<file path="src/rtl/mqf_pkg.sv">
package mqf_pkg;
  // Pointer or index width for n items, never below one bit.
  function automatic int ptr_w(input int n);
    return (n <= 2) ? 1 : $clog2(n);
  endfunction
endpackage

</file>
<file path="src/rtl/mqf_data_ram.sv">
module mqf_data_ram #(
  parameter int DEPTH = 12,
  parameter int DW    = 8,
  parameter int AW    = 4
) (
  input  logic          clk,
  input  logic          we,
  input  logic [AW-1:0] waddr,
  input  logic [DW-1:0] wdata,
  input  logic          re,
  input  logic [AW-1:0] raddr,
  output logic [DW-1:0] rdata
);
  logic [DW-1:0] mem [DEPTH];

  // Synchronous write and registered read, the shape block RAM infers from.
  always_ff @(posedge clk) begin
    if (we) mem[waddr] <= wdata;
    if (re) rdata <= mem[raddr];
  end
endmodule

</file>
<file path="src/rtl/mqf_link_ram.sv">
module mqf_link_ram #(
  parameter int DEPTH = 12,
  parameter int AW    = 4
) (
  input  logic          clk,
  input  logic          rst,
  input  logic          we,
  input  logic [AW-1:0] waddr,
  input  logic [AW-1:0] wdata,
  input  logic [AW-1:0] raddr_a,
  output logic [AW-1:0] rdata_a,
  input  logic [AW-1:0] raddr_b,
  output logic [AW-1:0] rdata_b
);
  logic [AW-1:0] link [DEPTH];

  // Reset chains every slot to its successor; the free list uses the
  // slots past the reserved ones, and the rest are rewritten before use.
  always_ff @(posedge clk) begin
    if (rst) begin
      for (int i = 0; i < DEPTH; i++) link[i] <= AW'((i + 1) % DEPTH);
    end else if (we) begin
      link[waddr] <= wdata;
    end
  end

  assign rdata_a = link[raddr_a];
  assign rdata_b = link[raddr_b];
endmodule

</file>
<file path="src/rtl/mqf_queue_regs.sv">
module mqf_queue_regs #(
  parameter int COLORS = 3,
  parameter int AW     = 4,
  parameter int CW     = 2
) (
  input  logic                       clk,
  input  logic                       rst,
  input  logic                       push_ok,
  input  logic [CW-1:0]              push_color,
  input  logic [AW-1:0]              new_tail,
  input  logic                       pop_ok,
  input  logic [CW-1:0]              pop_color,
  input  logic [AW-1:0]              pop_next,
  output logic [COLORS-1:0][AW-1:0]  heads,
  output logic [COLORS-1:0][AW-1:0]  tails,
  output logic [COLORS-1:0]          empties
);
  for (genvar c = 0; c < COLORS; c++) begin : g_color
    logic push_here, pop_here;
    assign push_here = push_ok && (push_color == CW'(c));
    assign pop_here  = pop_ok  && (pop_color  == CW'(c));

    // Color c starts with slot c as its reserved tail.
    always_ff @(posedge clk) begin
      if (rst) begin
        heads[c] <= AW'(c);
        tails[c] <= AW'(c);
      end else begin
        if (pop_here)  heads[c] <= pop_next;
        if (push_here) tails[c] <= new_tail;
      end
    end

    assign empties[c] = (heads[c] == tails[c]);
  end
endmodule

</file>
<file path="src/rtl/mqf_llfifo.sv">
module mqf_llfifo #(
  parameter int COLORS = 3,
  parameter int DEPTH  = 12,
  parameter int DW     = 8,
  localparam int AW    = mqf_pkg::ptr_w(DEPTH),
  localparam int CW    = mqf_pkg::ptr_w(COLORS)
) (
  input  logic              clk,
  input  logic              rst,
  input  logic              push_valid,
  input  logic [CW-1:0]     push_color,
  input  logic [DW-1:0]     push_data,
  output logic              push_rej,
  input  logic              pop_valid,
  input  logic [CW-1:0]     pop_color,
  output logic [DW-1:0]     pop_data,
  output logic              pop_vld,
  output logic              pop_err,
  output logic [COLORS-1:0] empty_mask,
  output logic              full
);
  localparam int CNTW      = $clog2(DEPTH + 1);
  localparam int FREE_INIT = DEPTH - COLORS;

  logic [COLORS-1:0][AW-1:0] heads, tails;
  logic [AW-1:0]   free_head, free_next;
  logic [CNTW-1:0] free_cnt, free_cnt_nxt;
  logic [AW-1:0]   pop_head, pop_next, push_tail, new_tail;
  logic            pop_empty, pop_in_rng, push_in_rng;
  logic            pop_ok, push_ok;
  logic            lk_we;
  logic [AW-1:0]   lk_waddr, lk_wdata;

  // Select the pointers of the requested colors.
  always_comb begin
    pop_head   = '0;
    push_tail  = '0;
    pop_empty  = 1'b1;
    pop_in_rng  = 1'b0;
    push_in_rng = 1'b0;
    for (int c = 0; c < COLORS; c++) begin
      if (pop_color == CW'(c)) begin
        pop_head   = heads[c];
        pop_empty  = empty_mask[c];
        pop_in_rng = 1'b1;
      end
      if (push_color == CW'(c)) begin
        push_tail   = tails[c];
        push_in_rng = 1'b1;
      end
    end
  end

  assign pop_ok   = pop_valid && pop_in_rng && !pop_empty;
  assign push_ok  = push_valid && push_in_rng && ((free_cnt != '0) || pop_ok);
  // Handoff: a popped slot goes straight to the pushing color.
  assign new_tail = pop_ok ? pop_head : free_head;

  // One link write per cycle: either extend a color or return a slot.
  always_comb begin
    lk_we    = 1'b0;
    lk_waddr = push_tail;
    lk_wdata = new_tail;
    if (push_ok) begin
      lk_we = 1'b1;
    end else if (pop_ok) begin
      lk_we    = 1'b1;
      lk_waddr = pop_head;
      lk_wdata = free_head;
    end
  end

  always_comb begin
    free_cnt_nxt = free_cnt;
    if (push_ok && !pop_ok)      free_cnt_nxt = free_cnt - 1'b1;
    else if (pop_ok && !push_ok) free_cnt_nxt = free_cnt + 1'b1;
  end

  mqf_link_ram #(.DEPTH(DEPTH), .AW(AW)) u_link (
    .clk     (clk),
    .rst     (rst),
    .we      (lk_we),
    .waddr   (lk_waddr),
    .wdata   (lk_wdata),
    .raddr_a (pop_head),
    .rdata_a (pop_next),
    .raddr_b (free_head),
    .rdata_b (free_next)
  );

  mqf_data_ram #(.DEPTH(DEPTH), .DW(DW), .AW(AW)) u_data (
    .clk   (clk),
    .we    (push_ok),
    .waddr (push_tail),
    .wdata (push_data),
    .re    (pop_ok),
    .raddr (pop_head),
    .rdata (pop_data)
  );

  mqf_queue_regs #(.COLORS(COLORS), .AW(AW), .CW(CW)) u_q (
    .clk        (clk),
    .rst        (rst),
    .push_ok    (push_ok),
    .push_color (push_color),
    .new_tail   (new_tail),
    .pop_ok     (pop_ok),
    .pop_color  (pop_color),
    .pop_next   (pop_next),
    .heads      (heads),
    .tails      (tails),
    .empties    (empty_mask)
  );

  always_ff @(posedge clk) begin
    if (rst) begin
      free_head <= AW'(COLORS % DEPTH);
      free_cnt  <= CNTW'(FREE_INIT);
      full      <= (FREE_INIT == 0);
      pop_vld   <= 1'b0;
      pop_err   <= 1'b0;
      push_rej  <= 1'b0;
    end else begin
      if (push_ok && !pop_ok)      free_head <= free_next;
      else if (pop_ok && !push_ok) free_head <= pop_head;
      free_cnt <= free_cnt_nxt;
      full     <= (free_cnt_nxt == '0);
      pop_vld  <= pop_ok;
      pop_err  <= pop_valid && !pop_ok;
      push_rej <= push_valid && !push_ok;
    end
  end
endmodule

</file>
<file path="config.mk">
export PLATFORM = sky130hd
export DESIGN_NAME = mqf_llfifo
export DESIGN_NICKNAME = d
export VERILOG_FILES = /design/src/rtl/mqf_pkg.sv /design/src/rtl/mqf_data_ram.sv /design/src/rtl/mqf_link_ram.sv /design/src/rtl/mqf_queue_regs.sv /design/src/rtl/mqf_llfifo.sv
export SDC_FILE = /design/constraint.sdc
export NUM_CORES = 1
export LEC_CHECK = 0
export ABC_AREA = 1
export CORE_UTILIZATION = 50
export DETAILED_ROUTE_END_ITERATION = 16
export GPL_TIMING_DRIVEN = 0
export PLACE_DENSITY_LB_ADDON = 0.25
export SLEW_MARGIN = 15
export SYNTH_ARGS = -nofsm -noshare
export SYNTH_HDL_FRONTEND = slang
export SYNTH_SLANG_ARGS = --single-unit
</file>
<file path="constraint.sdc">
create_clock -name clk -period 2.3 [get_ports clk]
set_input_delay 0.345 -clock clk [delete_from_list [all_inputs] [get_ports clk]]
set_output_delay 0.345 -clock clk [all_outputs]
set_load 0.01 [all_outputs]
</file>
# After elaboration in Yosys (flattened, before gate mapping)
# Memories as Yosys holds them, arrays and structs flattened. A register that Yosys moved wholly into a read port is not among the register bits.
# Index checks and enable logic that the tools add are counted.
classes:
  addsub: 2
  n_mul: 0
  div: 0
  order_cmp: 0
  n_eq_ne: 7
  shifts: 0
  muxes: 38
  bitwise_logic: 0
  reduce_logical: 24
op_table:
  columns: ["op", "n"]
  rows:
  - ["4-bit two-way mux", 19]
  - ["1-bit two-way mux", 19]
  - ["1-bit logical AND", 14]
  - ["4-bit equality test", 3]
  - ["4-bit by 1-bit adder with 4-bit output (second input constant)", 1]
  - ["2-bit by 1-bit equality test with 1-bit output (second input constant)", 2]
  - ["2-bit equality test (second input constant)", 2]
  - ["2-bit zero test", 2]
  - ["4-bit zero test", 1]
  - ["4-bit nonzero test", 1]
  - ["4-bit OR reduction", 1]
  - ["4-bit by 1-bit subtractor with 4-bit output (second input constant)", 1]
  - ["1-bit zero test", 3]
  - ["2-bit nonzero test", 1]
  - ["1-bit logical OR", 1]
word_totals:
  ff_bits: 36
  latch_bits: 0
  ramBits: 144
  rom_bits: 0
  n_memories: 2
memory_table:
  columns: ["memory", "depth", "width", "rd", "rd_ports_with_merged_regs", "wr", "line", "source"]
  rows:
  - ["u_data.mem", 12, 8, 1, 1, 1, "mqf_data_ram.sv:14", "logic [DW-1:0] mem [DEPTH];"]
  - ["u_link.link", 12, 4, 2, 1, 12, "mqf_link_ram.sv:15", "logic [AW-1:0] link [DEPTH];"]

# Longest topological paths before layout
logic_depth:
  word_depth: 14
  depth_mapped: 16

# By module
# From an unflattened synthesis, not the netlist that was laid out.
unflattened:
  cells_unflattened: 1257
  area_unflattened_um2: 10525.1
by_module_without_submodules:
  columns: ["mod", "instances", "cells_each", "area_each_um2", "seq_area_each_um2"]
  rows:
  - ["mqf_data_ram", 1, 389, 4377.9, 3123.0]
  - ["mqf_link_ram", 1, 518, 3925.0, 1921.8]
  - ["mqf_queue_regs", 1, 184, 1213.7, 480.5]
  - ["mqf_llfifo", 1, 166, 1008.5, 240.2]

# Worst setup path after synthesis
# No wires, ideal clock.
synth_timing:
  path_type: "reg2reg"
  startpoint: "register u_q.heads[10] (netlist name)"
  endpoint: "memory u_data.mem[8][0], enable pin"
  setup_time_ps: 370
  arrival_ps: 2069
  path_slack_ps: -139
  stages_incl_launch_ff: 14
  n_path_buf: 2
  period_less_slack_ps: 2439
  cell_sequence: "dfxtp_1 inv_1 nand2_1 nand2_1 nor2_1 nand2_1 nand2_1 a21oi_4 nand2_4 a21oi_4 buf_4 buf_4 nand3_1 nor2_1"
synth_via:
  elab_chain_len: 8
synth_lines:
  columns: ["element", "line", "source"]
  rows:
  - ["from (decl)", "mqf_queue_regs.sv:14", "output logic [COLORS-1:0][AW-1:0] heads,"]
  - ["from (signal, indexed assignment)", "mqf_queue_regs.sv:26", "heads[c] <= AW'(c);"]
  - ["from (signal, indexed assignment)", "mqf_queue_regs.sv:29", "if (pop_here) heads[c] <= pop_next;"]
  - ["4-bit equality test", "mqf_queue_regs.sv:34", "assign empties[c] = (heads[c] == tails[c]);"]
  - ["1-bit two-way mux", "mqf_llfifo.sv:42", "if (pop_color == CW'(c)) begin"]
  - ["1-bit zero test", "mqf_llfifo.sv:54", "assign pop_ok = pop_valid && pop_in_rng && !pop_empty;"]
  - ["1-bit logical AND", "mqf_llfifo.sv:54", null]
  - ["1-bit logical OR", "mqf_llfifo.sv:55", "assign push_ok = push_valid && push_in_rng && ((free_cnt != '0) || pop_ok);"]
  - ["1-bit logical AND", "mqf_llfifo.sv:55", null]
  - ["1-bit two-way mux", "mqf_data_ram.sv:18", "if (we) mem[waddr] <= wdata;"]
  - ["1-bit two-way mux (implied by the code)", "mqf_data_ram.sv:18", null]
  - ["to (decl)", "mqf_data_ram.sv:14", null]
# Every way passes these cells.

==> flow_summary.yaml <==
global_route:
  overflow: 0
  grt_use_total_pct: 28.4
  grt_max_degree: 20
  grt_first_pass_wirelength_microns: 43400
  antenna_found_initial: 0
  grt_pass1_vias: 7770
logic_synthesis:
  yosysUniqueCellTypes: 40
  yosysWarnings: 0
  synth.most_common_cell: "nand2_1"
  synthTopCellsByArea: "edfxtp_1, dfxtp_1, nand2_1, o211ai_1, nand3_1"
  ys.flop_type: "edfxtp_1"
  synth-edff-count: 168
  ys_seq_elements: 208
  synthCells: 1042
  syn-num-nets: 1060
  syn_area_sq_mm: 0.0100
  avgSynthCellArea_sq_um: 9.60
  synth.yosys.seq_area_share_pct: 58.5
  yosys.area.top_type_share_pct: 50.4
  async_flop_share_pct: 0
  synth_top_area_cell: "edfxtp_1"
  ys_top_cells_by_count: "nand2_1, edfxtp_1, inv_1, nand3_1, nor2_1"
critical_path:
  slowest_delay_ns: 0.34
  end_kind: "flop"
  slowest_stage: "dfxtp_2"
  arrival_ns: 2.61
  path_cells: "inv_2 > nand2_1 > nand2_1 > nor2_1 > nand2_1 > nand2_2 > a21oi_4 > nand2_4 > buf_12 > o21ai_4 > nand2_4 > buf_6 > nor2_4 > nand2_2 > nand2_4"
  ff2ff_setup_slack_ns: -0.09
  reg2reg_to: "u_link.link[9][0]"
  cp-start-kind: "flop"
  r2r_start: "u_q.heads[9]"
  cp.required_ns: 2.52
  critPathMaxFanout: 8
  ff2ff_path_depth: 15
  path_class: "flop to flop"
timing:
  finalSetupViolations: 146
  drv_slew: 0
  setup_ws_ns: -0.0892
  grt_setup_unrepaired: "yes"
  hold_viol_final: 0
  fin_crit_ns: 2.39
  slew_headroom_pct: 45.1
  fin_skew_ns: 0.0141
  worst_hold_slack_ns: 0.421
  final.period_utilization_pct: 104
  fmax_mhz: 419
  worstMarginPinSlew_ns: 0.823
clocking:
  clk_pin_slew_ns: 0.06
  htree_levels: 1
  cts_buffers: 24
  cts_root_buf: "clkbuf_16"
  clock_path_buffers: 3
  clock-sinks: 208
  clk_latency_ns: 0.52
  cts_tree: "yes"
worst_hold_path:
  hold_path_class: "primary input to flop"
  worstHoldStart: "pop_color[1]"
  min_to: "u_q.heads[0]"
  whs_path_depth: 5
floorplanning:
  die_h_microns: 143
  fp.dieArea_sq_mm: 0.0206
  io_pins: 31
  placementRows: 51
  initial_core_util_pct: 51.2
  core-area_sq_mm: 0.0195
  die_x_microns: 143
layout:
  fillerInstances: 1452
  area_delta_synth_final_pct: 30.1
  final_util_pct: 66.7
  antenna_cells: 0
  drive_gt1_share_pct: 27.8
  nNetsFinal: 1186
run:
  max_cap_violations: 0
drt:
  drtIter0Drc: 847
  routed_via_density: 5.92
  drtAntennaViolNets: 0
  totalWireLength_microns: 30400
  drt-pass1-iter-count: 5
  wl_per_cell_microns: 21.0
  vias: 8568
  drc: 0
outcome:
  status: "finished, violations left"
  violations: "setup timing"
place:
  place.gp.congestion: 1.00
  numPortBuffers: 30
  place_hpwl_microns: 19100
pwr:
  peakVddDrop_uv: 606
  powerDensity_mw_per_mm2: 732
  finalPower_mw: 9.53
  power_leakage_nw: 4.85
worst max-delay path by stage:
stage | startpoint | to | slack [ns]
global route | u_q.tails[8] | u_link.link[9][3] | -0.18
CTS | u_q.heads[11] | u_link.link[1][3] | -0.005
floorplan | u_q.heads[10] | u_data.mem[10][0] | -0.13
global placement | pop_color[0] | u_data.mem[10][3] | -1.19
detailed placement | pop_color[0] | u_data.mem[10][0] | -1.18
finish | u_q.heads[9] | u_link.link[9][0] | -0.09
metal layers:
metal  global-route usage (%)  vias to the layer above  part of all wire (%)
li1                         -                     3870                     -
met1                     37.9                     4090                    40
met2                     45.9                      496                    47
met3                     4.97                      112                   9.3
met4                     10.8                        0                   3.7
met5                     2.26                        -                     0
through the flow:
stage,TNS (ns),cell area [sq um],instances,worst slack (ns)
after floorplan,-8.73,10000,1042,-0.134
after global placement,-224.51,10700,1337,-1.19
after detailed placement,-225.70,10700,1337,-1.18
after CTS,-0.00641,12300,1416,-0.00488
after global routing,-26.13,13000,1448,-0.179
final,-4.74,13000,1448,-0.0892
where the power goes:
part	leakage [nW]	switching, mW	internal, mW
logic	2.65	1.08	0.618
clock network	0.356	1.49	2.08
registers	1.85	0.0717	4.18
total	4.85	2.65	6.88
flip-flops by register name, indices dropped and copies added (netlist names), named ones only:
register      flops
free_cnt          4
u_data.mem       96
u_data.rdata      8
u_q.tails        12
u_q.heads        12
free_head         4
pop_vld           1
pop_err           1
u_link.link      64
push_rej          1
full              1
worst max-delay path, delay by kind of cell, from the launching register on:
kind	cells	cell delay [ns]
DFF	1	0.34
AOI/OAI and AO/OA	2	0.29
and+or+nand+nor	10	1.04
buffers and inverters	3	0.40
cell families after synthesis:
kind of cell | after synthesis | synth area share (%)
adder cells (fa/ha/maj) | 2 | 0.250
buffers and inverters | 162 | 6.68
XOR/XNOR | 7 | 0.613
AND/OR/NAND/NOR | 440 | 19.4
AO/OA/AOI/OAI | 207 | 13.0
multiplexers | 16 | 1.60
flip-flops | 208 | 58.5
area by class of cell:
cell class                 count  area (sq um)  area share (%)
sequential                   208          5880            45.2
multi-input combinational    672          4200            32.3
timing repair buffer         102          1080            8.33
clock buffer                  27           633            4.86
inverter                     110           459            3.53
tap                          265           332            2.55
buffer                        50           320            2.46
clock inverter                14           106           0.817
cells in the final DEF, fill, tap and decap left out, types with 3 or more instances in the layout:
cell / instances
clkbuf_2: 4
dfxtp_2: 11
nor2_2: 6
nand3_1: 86
inv_1: 86
edfxtp_1: 168
o21ai_0: 64
o21ai_4: 9
dfxtp_1: 23
nand3_4: 7
nand3_2: 5
nor3_1: 3
nand2_2: 29
buf_4: 49
buf_12: 15
clkdlybuf4s50_1: 23
a221oi_4: 3
nand2_4: 22
clkinv_2: 4
nor2_1: 54
inv_4: 4
clkinvlp_4: 3
clkbuf_1: 21
nand4_1: 7
nand2_1: 159
clkbuf_16: 27
buf_8: 3
nor2_4: 37
buf_2: 14
or2_2: 21
inv_2: 16
clkinv_1: 4
buf_6: 16
dlymetal6s2s_1: 3
o211ai_1: 67
xor2_1: 5
mux2i_1: 16
a21oi_1: 52
dfxtp_4: 6
what timing repair did:
| action | CTS | global route |
|---|---|---|
| endpoints found under the setup margin | 232 | 233 |
| gates cloned | 1 | 2 |
| hold buffers | 0 | 0 |
| hold endpoints to repair | 0 | 0 |
| gates resized for setup | 146 | 129 |
| buffers inserted | 38 | 31 |
| pin swaps | 33 | 38 |
No activity file was read; power rests on OpenSTA's default activity.
